### src/rtl/cga_pkg.sv
package cga_pkg;

  typedef enum logic [2:0] {
    ST_IDLE  = 3'd0,
    ST_DRAW  = 3'd1,
    ST_SCORE = 3'd2,
    ST_ADJ   = 3'd3,
    ST_TEST  = 3'd4,
    ST_DONE  = 3'd5
  } cga_state_e;

endpackage

### src/rtl/cga_sampler.sv
module cga_sampler #(
  parameter int CHROM_LEN = 8,
  parameter int PROB_W    = 16
) (
  input  logic                          clk,
  input  logic                          rst_n,
  input  logic                          draw_en,
  input  logic [CHROM_LEN*PROB_W-1:0]   probs,
  input  logic [CHROM_LEN*PROB_W-1:0]   rand_a,
  input  logic [CHROM_LEN*PROB_W-1:0]   rand_b,
  output logic [CHROM_LEN-1:0]          cand_a,
  output logic [CHROM_LEN-1:0]          cand_b
);

  logic [CHROM_LEN-1:0] draw_a;
  logic [CHROM_LEN-1:0] draw_b;

  for (genvar g = 0; g < CHROM_LEN; g++) begin : g_bit
    always_comb begin
      draw_a[g] = rand_a[g*PROB_W +: PROB_W] < probs[g*PROB_W +: PROB_W];
      draw_b[g] = rand_b[g*PROB_W +: PROB_W] < probs[g*PROB_W +: PROB_W];
    end
  end

  always_ff @(posedge clk or negedge rst_n) begin
    if (!rst_n) begin
      cand_a <= '0;
      cand_b <= '0;
    end else if (draw_en) begin
      cand_a <= draw_a;
      cand_b <= draw_b;
    end
  end

  AST_CAND_HOLD: assert property (@(posedge clk) disable iff (!rst_n)
    !draw_en |=> ($stable(cand_a) && $stable(cand_b)));

endmodule

### src/rtl/cga_judge.sv
module cga_judge #(
  parameter int CHROM_LEN = 8
) (
  input  logic                 clk,
  input  logic                 rst_n,
  input  logic                 score_en,
  input  logic [CHROM_LEN-1:0] cand_a,
  input  logic [CHROM_LEN-1:0] cand_b,
  output logic                 a_wins
);

  localparam int CNT_W = $clog2(CHROM_LEN + 1);

  logic [CNT_W-1:0] ones_a;
  logic [CNT_W-1:0] ones_b;
  logic             a_wins_nxt;

  always_comb begin
    ones_a = '0;
    ones_b = '0;
    for (int i = 0; i < CHROM_LEN; i++) begin
      ones_a = ones_a + CNT_W'(cand_a[i]);
      ones_b = ones_b + CNT_W'(cand_b[i]);
    end
    a_wins_nxt = (ones_a >= ones_b);
  end

  always_ff @(posedge clk or negedge rst_n) begin
    if (!rst_n) begin
      a_wins <= 1'b1;
    end else if (score_en) begin
      a_wins <= a_wins_nxt;
    end
  end

  AST_TIE_TO_ONE: assert property (@(posedge clk) disable iff (!rst_n)
    (score_en && (cand_a == cand_b)) |=> a_wins);

endmodule

### src/rtl/cga_prob_cell.sv
module cga_prob_cell #(
  parameter int PROB_W   = 16,
  parameter int POP_SIZE = 50
) (
  input  logic              clk,
  input  logic              rst_n,
  input  logic              init,
  input  logic              adj_en,
  input  logic              a_wins,
  input  logic              bit_a,
  input  logic              bit_b,
  output logic [PROB_W-1:0] prob,
  output logic              at_max,
  output logic              at_min
);

  localparam logic [PROB_W-1:0] PMAX = '1;
  localparam logic [PROB_W-1:0] PMID = {1'b1, {(PROB_W-1){1'b0}}};
  localparam logic [PROB_W-1:0] STEP = PMAX / PROB_W'(POP_SIZE);

  logic [PROB_W:0]   sum_up;
  logic [PROB_W-1:0] prob_up;
  logic [PROB_W-1:0] prob_dn;
  logic              win_bit;
  logic              differ;
  logic [PROB_W-1:0] prob_nxt;

  always_comb begin
    sum_up  = {1'b0, prob} + {1'b0, STEP};
    prob_up = sum_up[PROB_W] ? PMAX : sum_up[PROB_W-1:0];
    prob_dn = (prob < STEP) ? '0 : (prob - STEP);
    win_bit = a_wins ? bit_a : bit_b;
    differ  = bit_a ^ bit_b;
    if (!differ) begin
      prob_nxt = prob;
    end else if (win_bit) begin
      prob_nxt = prob_up;
    end else begin
      prob_nxt = prob_dn;
    end
  end

  always_ff @(posedge clk or negedge rst_n) begin
    if (!rst_n) begin
      prob <= PMID;
    end else if (init) begin
      prob <= PMID;
    end else if (adj_en) begin
      prob <= prob_nxt;
    end
  end

  assign at_max = (prob == PMAX);
  assign at_min = (prob == '0);

  AST_INIT_MID: assert property (@(posedge clk) disable iff (!rst_n)
    init |=> (prob == PMID));

  AST_SAME_BITS_HOLD: assert property (@(posedge clk) disable iff (!rst_n)
    (adj_en && !init && (bit_a == bit_b)) |=> $stable(prob));

  AST_STEP_LIMIT: assert property (@(posedge clk) disable iff (!rst_n)
    (adj_en && !init) |=>
      (({1'b0, prob} <= {1'b0, $past(prob)} + {1'b0, STEP}) &&
       ({1'b0, prob} + {1'b0, STEP} >= {1'b0, $past(prob)})));

  AST_MAX_HOLD: assert property (@(posedge clk) disable iff (!rst_n)
    (adj_en && !init && at_max && (a_wins ? bit_a : bit_b)) |=> at_max);

  AST_IDLE_HOLD: assert property (@(posedge clk) disable iff (!rst_n)
    (!adj_en && !init) |=> $stable(prob));

endmodule

### src/rtl/cga_fsm.sv
module cga_fsm
  import cga_pkg::*;
#(
  parameter int ITER_W = 16
) (
  input  logic              clk,
  input  logic              rst_n,
  input  logic              start,
  input  logic              converged,
  output logic              init,
  output logic              draw_en,
  output logic              score_en,
  output logic              adj_en,
  output logic              test_en,
  output logic              done,
  output logic [ITER_W-1:0] iter_count
);

  cga_state_e state;
  cga_state_e state_nxt;

  always_comb begin
    init      = start && ((state == ST_IDLE) || (state == ST_DONE));
    state_nxt = state;
    unique case (state)
      ST_IDLE:  if (start) state_nxt = ST_DRAW;
      ST_DRAW:  state_nxt = ST_SCORE;
      ST_SCORE: state_nxt = ST_ADJ;
      ST_ADJ:   state_nxt = ST_TEST;
      ST_TEST:  state_nxt = converged ? ST_DONE : ST_DRAW;
      ST_DONE:  if (start) state_nxt = ST_DRAW;
      default:  state_nxt = ST_IDLE;
    endcase
  end

  always_ff @(posedge clk or negedge rst_n) begin
    if (!rst_n) begin
      state <= ST_IDLE;
    end else begin
      state <= state_nxt;
    end
  end

  always_ff @(posedge clk or negedge rst_n) begin
    if (!rst_n) begin
      iter_count <= '0;
    end else if (init) begin
      iter_count <= '0;
    end else if (adj_en) begin
      iter_count <= iter_count + 1'b1;
    end
  end

  assign draw_en  = (state == ST_DRAW);
  assign score_en = (state == ST_SCORE);
  assign adj_en   = (state == ST_ADJ);
  assign test_en  = (state == ST_TEST);
  assign done     = (state == ST_DONE);

  AST_DRAW_ONE_CLK: assert property (@(posedge clk) disable iff (!rst_n)
    (state == ST_DRAW) |=> (state == ST_SCORE));

  AST_ITER_ADVANCE: assert property (@(posedge clk) disable iff (!rst_n)
    adj_en |=> (iter_count == $past(iter_count) + 1'b1));

  AST_DONE_STAYS: assert property (@(posedge clk) disable iff (!rst_n)
    (done && !start) |=> done);

  AST_RUN_IGNORES_START: assert property (@(posedge clk) disable iff (!rst_n)
    (state == ST_SCORE) |=> (state == ST_ADJ));

endmodule

### src/rtl/cga_engine.sv
module cga_engine #(
  parameter int CHROM_LEN = 8,
  parameter int PROB_W    = 16,
  parameter int POP_SIZE  = 50,
  parameter int ITER_W    = 16
) (
  input  logic                        clk,
  input  logic                        rst_n,
  input  logic                        start,
  input  logic [CHROM_LEN*PROB_W-1:0] rand_a,
  input  logic [CHROM_LEN*PROB_W-1:0] rand_b,
  output logic                        ready,
  output logic [CHROM_LEN-1:0]        solution,
  output logic [ITER_W-1:0]           iter_count
);

  logic                        init;
  logic                        draw_en;
  logic                        score_en;
  logic                        adj_en;
  logic                        test_en;
  logic                        done;
  logic                        a_wins;
  logic                        converged;
  logic [CHROM_LEN-1:0]        cand_a;
  logic [CHROM_LEN-1:0]        cand_b;
  logic [CHROM_LEN-1:0]        hit_max;
  logic [CHROM_LEN-1:0]        hit_min;
  logic [CHROM_LEN*PROB_W-1:0] probs;

  cga_fsm #(.ITER_W(ITER_W)) u_fsm (
    .clk        (clk),
    .rst_n      (rst_n),
    .start      (start),
    .converged  (converged),
    .init       (init),
    .draw_en    (draw_en),
    .score_en   (score_en),
    .adj_en     (adj_en),
    .test_en    (test_en),
    .done       (done),
    .iter_count (iter_count)
  );

  cga_sampler #(.CHROM_LEN(CHROM_LEN), .PROB_W(PROB_W)) u_sampler (
    .clk     (clk),
    .rst_n   (rst_n),
    .draw_en (draw_en),
    .probs   (probs),
    .rand_a  (rand_a),
    .rand_b  (rand_b),
    .cand_a  (cand_a),
    .cand_b  (cand_b)
  );

  cga_judge #(.CHROM_LEN(CHROM_LEN)) u_judge (
    .clk      (clk),
    .rst_n    (rst_n),
    .score_en (score_en),
    .cand_a   (cand_a),
    .cand_b   (cand_b),
    .a_wins   (a_wins)
  );

  for (genvar g = 0; g < CHROM_LEN; g++) begin : g_cell
    cga_prob_cell #(.PROB_W(PROB_W), .POP_SIZE(POP_SIZE)) u_cell (
      .clk    (clk),
      .rst_n  (rst_n),
      .init   (init),
      .adj_en (adj_en),
      .a_wins (a_wins),
      .bit_a  (cand_a[g]),
      .bit_b  (cand_b[g]),
      .prob   (probs[g*PROB_W +: PROB_W]),
      .at_max (hit_max[g]),
      .at_min (hit_min[g])
    );
  end

  assign converged = &(hit_max | hit_min);

  always_ff @(posedge clk or negedge rst_n) begin
    if (!rst_n) begin
      solution <= '0;
    end else if (init) begin
      solution <= '0;
    end else if (test_en && converged) begin
      solution <= hit_max;
    end
  end

  assign ready = done;

  AST_READY_AT_BOUNDS: assert property (@(posedge clk) disable iff (!rst_n)
    ready |-> converged);

  AST_SOLUTION_MATCHES: assert property (@(posedge clk) disable iff (!rst_n)
    ready |-> (solution == hit_max));

endmodule

### config.mk
export PLATFORM = sky130hd
export DESIGN_NAME = cga_engine
export DESIGN_NICKNAME = d
export VERILOG_FILES = /design/src/rtl/cga_pkg.sv /design/src/rtl/cga_sampler.sv /design/src/rtl/cga_judge.sv /design/src/rtl/cga_prob_cell.sv /design/src/rtl/cga_fsm.sv /design/src/rtl/cga_engine.sv
export SDC_FILE = /design/constraint.sdc
export NUM_CORES = 1
export LEC_CHECK = 0
export ABC_CLOCK_PERIOD_IN_PS = 6100
export BUFFER_PORTS_ARGS = -buffer_cell sky130_fd_sc_hd__buf_4
export CAP_MARGIN = 30
export CORE_MARGIN = 5
export CORE_UTILIZATION = 50
export CTS_CLUSTER_SIZE = 25
export DETAILED_ROUTE_END_ITERATION = 10
export GPL_ROUTABILITY_DRIVEN = 0
export PLACE_DENSITY_LB_ADDON = 0.25
export REMOVE_ABC_BUFFERS = 1
export SYNTH_ARGS = -nofsm -noshare
export SYNTH_HDL_FRONTEND = slang
export SYNTH_SLANG_ARGS = --single-unit
### constraint.sdc
create_clock -name clk -period 6.1 [get_ports clk]
set_input_delay 0.61 -clock clk [delete_from_list [all_inputs] [get_ports clk]]
set_output_delay 0.61 -clock clk [all_outputs]
set_load 0.03 [all_outputs]
* Word-level counts from Yosys, hierarchy flattened
Cells that the tools add are included. W data, S select, Z words.
Word-level totals: bits in writable memories 0, ROM bits 0, latch bits 0, output and inout port bits 25, bits of input ports 259, memories kept 0, bits in registers 172
Cells by class: multiply operators 0, divide/modulo/power cells 0, magnitude comparators 25, shift operators 0, equal/unequal tests 14, reductions and logical operators 32, add/sub/neg operators 31, multiplexer cells 63, bitwise operators 9
Operators by type and width (number):
- $mux W16 | 50
- $lt A16 B16 Y1 | 16
- $add A16 B11 Y17 const B | 8
- $eq A16 B16 Y1 const B | 8
- $logic_not A16 Y1 | 8
- $lt A16 B11 Y1 const B | 8
- $sub A16 B11 Y16 const B | 8
- $add A4 B1 Y4 | 12
- $reduce_bool A2 Y1 | 10
- $add A16 B1 Y16 const B | 1
- $mux W8 | 2
- $reduce_and A2 Y1 | 8
- $pmux W3 S5 | 1
- $mux W1 | 8
- $or A8 B8 Y8 | 1
- $reduce_and A8 Y1 | 1
- $xor A1 B1 Y1 | 8
- $eq A3 B2 Y1 const B | 2
- $eq A3 B3 Y1 const B | 2
- $mux W3 | 2
- $add A1 B1 Y2 | 2
- $ge A4 B4 Y1 | 1
- $eq A3 B1 Y1 const B | 1
- $logic_not A3 Y1 | 1
- 4 further kinds | 5

* Longest topological paths before layout
Gate-level depths: netlist (run 1).
word-level depth 8, mapped depth 13, mapped depth without buffers 13

* Hierarchy
From an unflattened synthesis (run 1), not the netlist that was laid out.
Unflattened totals: cells, all modules 2596, area total of the unflattened synthesis 21369.2 um^2
By module, submodules not included:
- cga_prob_cell (g_cell[0].u_cell ...) | area each 1660.3 um^2, times used 7, sequential area each 401.6 um^2, cells an instance 205
- cga_sampler | area each 6202.2 um^2, times used 1, sequential area each 400.4 um^2, cells an instance 752
- cga_prob_cell (g_cell[3].u_cell) | area each 1671.6 um^2, times used 1, sequential area each 401.6 um^2, cells an instance 213
- cga_fsm | area each 958.4 um^2, times used 1, sequential area each 475.5 um^2, cells an instance 102
- cga_judge | area each 473.0 um^2, times used 1, sequential area each 26.3 um^2, cells an instance 53
- cga_engine | area each 441.7 um^2, times used 1, sequential area each 200.2 um^2, cells an instance 41

* Worst setup path after synthesis (run 1)
Ideal clock, no wire load.
path kind reg2reg, from reg u_sampler.cand_a[0], to reg u_judge.a_wins, clock period less this slack 3396 ps, path buffers 0, arrival 3313 ps, cell stages (with the launch flop) 13, required time 6017 ps, slack 2704 ps, cell sequence dfrtp_1 > ha_1 > inv_1 > fa_1 > fa_1 > fa_1 > fa_1 > inv_1 > ha_1 > a21o_1 > a21o_1 > a21oi_1 > a21oi_1
On the way: longest elaborated chain between the ends 8
RTL lines:
- start, declared | RTL line cga_sampler.sv:11 | output logic [CHROM_LEN-1:0] cand_a,
- start signal, assigned | RTL line cga_sampler.sv:30 | cand_a <= draw_a;
- $add A1 B1 Y2 | RTL line cga_judge.sv:22 | ones_a = ones_a + CNT_W'(cand_a[i]);
- $add A4 B1 Y4 (6 in a row) | RTL line cga_judge.sv:22
- $ge A4 B4 Y1 | RTL line cga_judge.sv:25 | a_wins_nxt = (ones_a >= ones_b);
- end signal, assigned | RTL line cga_judge.sv:32 | a_wins <= a_wins_nxt;
- end, declared | RTL line cga_judge.sv:9 | output logic a_wins
No other way between the ends. A chain may end at the register's enable or synchronous reset.

* Worst setup path in the final report (run 1)
Ends and elaborated chain as after synthesis.

==> impl_metrics.yaml, run 1 <==
logic_synthesis:
  postSynthCellCount: 2352
  yosys.area.top_type: "dfrtp_1"
  synthTopCellsByArea: "dfrtp_1, ha_1, o21ai_0"
  synth_area_sq_um: 18540
  synth_flop_cell: "dfrtp_1"
  yosysWarnings: 0
  ys_seq_area_frac: 0.2327
  synth_area_per_cell_sq_um: 7.884
  ys_types: 80
  synth_seq_cells: 172
  yosys.area.top_type_share: 0.2200
  synth-edff-count: 0
  synth-async-reset-ratio: 1.000
drt:
  avgRoutedWirePerCell_microns: 19.11
  via_count: 19540
  drt_iter0_drc: 2027
  vias_per_cell: 6.426
  drc: 0
  ant_nets: 0
  routed_wl_microns: 58110
  drt_first_pass_iters: 6
sta:
  finalSetupViolations: 0
  tightest_slew_ns: 1.112
  min_period_over_period: 0.5916
  hold_viol: 0
  finClkSkew_ns: 0.01624
  maxClockFrequency_mhz: 277.1
  grt_setup_unrepaired: "false"
  timing.final.ws_setup_ns: 2.492
  drv_slew: 0
  slew_headroom: 0.2542
  finalSetupTns_ns: 0
  finalCriticalPeriod_ns: 3.609
layout:
  fillers: 3320
  multi_input_area_sq_um: 13150
  fin_nets: 3094
  area_growth_syn_to_layout_pct: 16.38
  fin_area_sq_um: 21580
  seq_area_sq_um: 4315
  n_antenna_cell: 0
  drive_above_1_share: 0.1450
outcome:
  outcome: "finished clean"
clock_network:
  cts.sinks: 172
  cts_setup_buffers: 0
  cts_hold_buf: 0
  ctsLongestPathBuffers: 2
  postCtsResizedCells: 0
  htreeDepth: 4
  cts-root-buf: "clkbuf_16"
  cts_tree: "built"
  clock_latency_ns: 0.44
  path_clk_slew_ns: 0.07
  cts_buffers: 17
power:
  peakVddDrop_v: 0.0003137
  powerDensity_nw_per_um2: 488.3
  p_leak_nw: 9.763
run:
  maxCapViolations: 0
grt:
  antenna_found_initial: 0
  grt_max_degree: 73
  grt_pass1_vias: 18620
  grt_use_total: 0.2735
  grt_overflow_total: 0
  grt_pass1_wl_microns: 94320
floorplanning:
  rows: 70
  pin_count: 284
  die_x_microns: 202.6
  die_y_microns: 202.6
  design.die.area_sq_um: 41040
  start_util: 0.5065
  coreArea_sq_um: 36610
placement:
  place_ws_ns: 2.530
  hpwl_microns: 45060
  placed_cell_area_sq_um: 20940
  io_buffers: 283
worst_setup_path:
  path_cells: "ha_1 > inv_1 > fa_1 > fa_1 > fa_1 > fa_1 > inv_1 > ha_1 > a21o_1 > a21o_1 > a21oi_1 > a21oi_1"
  crit_type: "flop to flop"
  crit_arrival_ns: 3.96
  reg2reg_depth: 12
  crit_path_start_kind: "flop"
  worstPathRequired_ns: 6.45
  slowest_stage: "fa_1"
  critPathMaxStageDelay_ns: 0.50
  cp_max_fo: 5
  cpMostUsedCell: "fa_1"
  end_kind: "flop"
min_path:
  hold_class: "primary input to async pin"
## sequential cells by signal (all words and copies together), names as in the netlist
| signal | count |
|---|---|
| g_cell.u_cell.prob | 128 |
| u_fsm.iter_count | 16 |
| solution | 8 |
| u_sampler.cand_a | 8 |
| u_sampler.cand_b | 8 |
| u_fsm.state | 3 |
| u_judge.a_wins | 1 |
## synthesized netlist by cell type (all sizes together) (11+ instances only)
library cell	number
clkbuf	83
dfrtp	163
nor3	69
a211oi	46
o22ai	16
a21o	96
nand2	166
nor3b	14
xnor2	37
o21ai	243
nand2b	40
ha	267
nand4	75
mux2i	21
buf	35
inv	158
nor4	46
a21oi	191
nor2	147
o31ai	25
and2	18
o21a	24
a211o	18
or4	19
xor2	16
or3	12
nand3	77
a221oi	20
o211ai	12
a22o	11
a31oi	51
## where the power goes
part / total (mW) / switching (mW) / internal, mW / leakage, nW
registers: 2.34 / 0.786 / 1.56 / 2.26
logic: 7.04 / 4.23 / 2.82 / 7.23
clock network: 1.15 / 0.483 / 0.668 / 0.279
## layer usage
metal  track usage  vias to the layer above  share of wire
met5             0                        -              0
li1              -                     9255              -
met2        0.4631                      955           0.48
met1        0.3639                     9220           0.42
met3       0.04280                      110          0.080
met4       0.07856                        0          0.021
## stage by stage
stage | utilization | cells | hold slack, ns | total power [mW]
2_1_floorplan | - | 2234 | 0.3144 | 7.142
3_3_place_gp | 0.5711 | 3003 | 0.5042 | 8.916
3_5_place_dp | 0.5720 | 3007 | 0.5047 | 9.221
4_1_cts | 0.5885 | 3039 | 0.1058 | 10.42
5_1_grt | 0.5895 | 3041 | 0.1261 | 11.55
6_report | 0.5895 | 3041 | 0.09358 | 10.54
## path summary, 6_finish.rpt
path                                           startpoint                        end  slack [ns]
worst max-delay path                  u_sampler.cand_a[0]             u_judge.a_wins        2.49
max in group asynchronous                           rst_n   g_cell[2].u_cell.prob[3]        4.90
worst max register to register        u_sampler.cand_a[0]             u_judge.a_wins        2.49
min in group clk                g_cell[4].u_cell.prob[15]  g_cell[4].u_cell.prob[15]        0.52
worst min register to register  g_cell[4].u_cell.prob[15]  g_cell[4].u_cell.prob[15]        0.52
worst min-delay path                                rst_n   g_cell[3].u_cell.prob[5]        0.09
## layout by cell type, fill, tap and decap left out, types with 37 or more instances in the layout
cell type	synthesis	final
nand2_1	165	164
nand3_1	77	77
nand4_1	75	75
a31oi_1	50	50
nand2b_1	40	40
nor2_1	147	147
xnor2_1	37	37
nor3_1	68	68
o21ai_0	231	231
ha_1	267	267
nor4_1	42	42
a21oi_1	191	191
a21o_1	96	96
dfrtp_1	163	163
inv_1	158	158
buf_4	5	304
a211oi_1	46	46
## critical path, delay by kind of cell, from the launching register on
kind,cells,cell delay [ns]
adder cells (fa/ha/maj),6,2.41
AO/OA/AOI/OAI,4,0.55
flip-flops,1,0.44
buffers and inverters,2,0.12
## layout make-up
type | instances | share of cell area
Sequential cell | 172 | 0.2000
Multi-Input combinational cell | 1903 | 0.6091
Tap cell | 468 | 0.02713
Clock buffer | 22 | 0.02151
Timing Repair Buffer | 307 | 0.1081
Inverter | 159 | 0.02766
Clock inverter | 10 | 0.006552
## kinds of logic after synthesis
| group | Yosys count | synth area share |
|---|---|---|
| fa+ha+maj | 275 | 0.1888 |
| flops | 172 | 0.2327 |
| mux | 28 | 0.01559 |
| xor+xnor | 53 | 0.02503 |
| simple gates | 717 | 0.1960 |
| buf+inv | 277 | 0.05897 |
| compound gates | 830 | 0.2829 |
(Power assumes the default switching activity.)
==> run 2: changes to the inputs <==
--- a/config.mk
+++ b/config.mk
@@ -5,7 +5,7 @@
 export SDC_FILE = /design/constraint.sdc
 export NUM_CORES = 1
 export LEC_CHECK = 0
-export ABC_CLOCK_PERIOD_IN_PS = 6100
+export ABC_CLOCK_PERIOD_IN_PS = 3100
 export BUFFER_PORTS_ARGS = -buffer_cell sky130_fd_sc_hd__buf_4
 export CAP_MARGIN = 30
 export CORE_MARGIN = 5
==> constraint.sdc (replaced) <==
create_clock -name clk -period 3.1 [get_ports clk]
set_input_delay 0.31 -clock clk [delete_from_list [all_inputs] [get_ports clk]]
set_output_delay 0.31 -clock clk [all_outputs]
set_load 0.03 [all_outputs]
==> impl_metrics.yaml, run 2 (synthesis gave the netlist of run 1 again) <==
power:
  internal_power_mw: 10.14
  swShare: 0.5201
  peakVddDrop_v: 0.0005332
  clockPowerShare: 0.102
  p_leak_nw: 9.993
  pwr-share-seq: 0.213
  p_sw_mw: 10.99
  powerDensity_nw_per_um2: 963.9
  p_comb_frac: 0.686
sta:
  timing.final.ws_setup_ns: -0.3650
  tightest_slew_ns: 0.8600
  drv_slew: 0
  holdWs_ns: 0.2013
  maxClockFrequency_mhz: 288.6
  slew_headroom: 0.4248
  grt_setup_unrepaired: "true"
  finClkSkew_ns: 0.01398
  hold_viol: 0
  finalCriticalPeriod_ns: 3.465
  min_period_over_period: 1.118
  finalSetupViolations: 1
placement:
  io_buffers: 283
  placed_cells: 3059
  hpwl_microns: 46120
drt:
  routed_wl_microns: 58800
  drt_iter0_drc: 1877
  drc: 0
  avgRoutedWirePerCell_microns: 19.02
  via_count: 19700
  m1WireLength_microns: 24380
  maxUsedRoutingLayer: "met4"
  drt_first_pass_iters: 7
  dr_wl_met2_microns: 27760
  ant_nets: 0
  wl_met3_microns: 4533
  vias_per_cell: 6.370
grt:
  grt_pass1_wl_microns: 95090
  antenna_found_initial: 0
  grt_overflow_total: 0
  grt_pass1_vias: 19190
  grt_use_total: 0.2755
  grt_max_degree: 69
worst_setup_path:
  path_cells: "ha_1 > inv_2 > fa_1 > fa_1 > fa_2 > fa_1 > inv_1 > ha_1 > a21o_1 > a21o_1 > a21oi_1 > a21oi_1"
  crit_family: "adder cells"
  critPathBufInv: 2
  crit_path_start_kind: "flop"
  critPathMaxStageDelay_ns: 0.50
  crit_type: "flop to flop"
  worstPathRequired_ns: 3.48
  cpMostUsedCell: "fa_1"
  cp_max_fo: 2
  end_kind: "flop"
  slowest_stage: "fa_1"
  crit_arrival_ns: 3.84
layout:
  fin_nets: 3145
  drive_above_1_share: 0.1635
  top_register: "g_cell.u_cell.prob"
  largest_reg_flops: 128
  largestRegisters: "g_cell.u_cell.prob: 128 flops, u_fsm.iter_count: 16 flops"
  final_cells: 3092
  n_antenna_cell: 0
  area_growth_syn_to_layout_pct: 18.19
  mostFrequentLayoutCell: "buf_4"
  final_cell_mix: "buf_4, ha_1, o21ai_0"
  fillers: 3282
clock_network:
  path_clk_slew_ns: 0.07
  cts_tree: "built"
  cts-root-buf: "clkbuf_16"
  cts.sinks: 172
  cts_setup_buffers: 0
  clock_latency_ns: 0.45
  htreeDepth: 4
  ctsLongestPathBuffers: 2
  cts_buffers: 17
outcome:
  outcome: "complete, but fails checks"
  violations: "setup timing"
floorplanning:
  die_x_microns: 202.6
  die_y_microns: 202.6
  design.die.area_sq_um: 41040
  start_util: 0.5065
  pin_count: 284
  rows: 70
  coreArea_sq_um: 36610
run:
  maxCapViolations: 0
min_path:
  hold_class: "primary input to flop"
[run 2: cell count changes in the layout (fill, tap and decap cells not counted), sizes merged]
cell / previous run / this run
buf: 307 / 357
bufinv: 3 / 1
clkbuf: 22 / 17
clkinv: 2 / 7
clkinvlp: 5 / 3
dlygate4sd3: 0 / 1
inv: 159 / 163
[run 2: repair_timing]
action | in CTS | in global routing
endpoints found under the hold margin | 61 | 0
hold buffers | 1 | 0
resized for setup | 3 | 0
setup endpoints to repair | 1 | 1
pin swaps | 0 | 0
[run 2: power groups by stage]
stage	Combinational, mW	Clock [mW]	Sequential (mW)
3_3_place_gp	13.7	0	4.42
2_1_floorplan	9.83	0	4.22
3_5_place_dp	14.2	0	4.47
6_report	14.5	2.14	4.49
4_1_cts	14.3	2.18	4.44
5_1_grt	16.2	2.28	4.66
[run 2: worst min-delay path: cells and delay by family]
family,cells,cell delay (ns)
compound gates,1,0.07
mux,1,0.12
buf+inv,1,0.11
[run 2: final timing paths]
| path | slack [ns] | cells past startpoint | startpoint | endpoint |
|---|---|---|---|---|
| max in group asynchronous | 1.71 | 3 | rst_n | g_cell[7].u_cell.prob[15] |
| min reg2reg | 0.52 | 2 | g_cell[4].u_cell.prob[15] | g_cell[4].u_cell.prob[15] |
| min in group asynchronous | 0.41 | 2 | rst_n | g_cell[3].u_cell.prob[7] |
| max reg2reg | -0.36 | 12 | u_sampler.cand_a[0] | u_judge.a_wins |
| max | -0.36 | 12 | u_sampler.cand_a[0] | u_judge.a_wins |
| min | 0.20 | 3 | start | u_fsm.state[0] |
[run 2: layout make-up]
class | instances | area (sq um) | area share
clock buffers | 17 | 425.4 | 0.01941
inverters | 159 | 596.8 | 0.02723
multi-input cells | 1903 | 13150 | 0.6000
clock inverters | 15 | 137.6 | 0.006280
repair buffers | 358 | 2706 | 0.1235
flip-flops and latches | 172 | 4315 | 0.1969
well taps | 468 | 585.6 | 0.02672
[run 2: metrics by stage]
step | instance area, sq um | TNS (ns) | util | power (mW) | setup slack [ns]
after detailed placement | 21340 | -0.4347 | 0.5829 | 18.70 | -0.4347
after global routing | 21920 | -0.5124 | 0.5987 | 23.14 | -0.5124
after floorplan | 18050 | -0.2959 | - | 14.05 | -0.2959
after CTS | 21920 | -0.3869 | 0.5987 | 20.95 | -0.3869
final | 21920 | -0.3650 | 0.5987 | 21.13 | -0.3650
after global placement | 21340 | -0.3528 | 0.5829 | 18.07 | -0.3528
[run 2: per-layer routing]
layer / vias up / track usage
li1: 9357 / -
met1: 9285 / 0.3533
met2: 894 / 0.4606
met3: 160 / 0.05367
met4: 0 / 0.1069
met5: - / 0
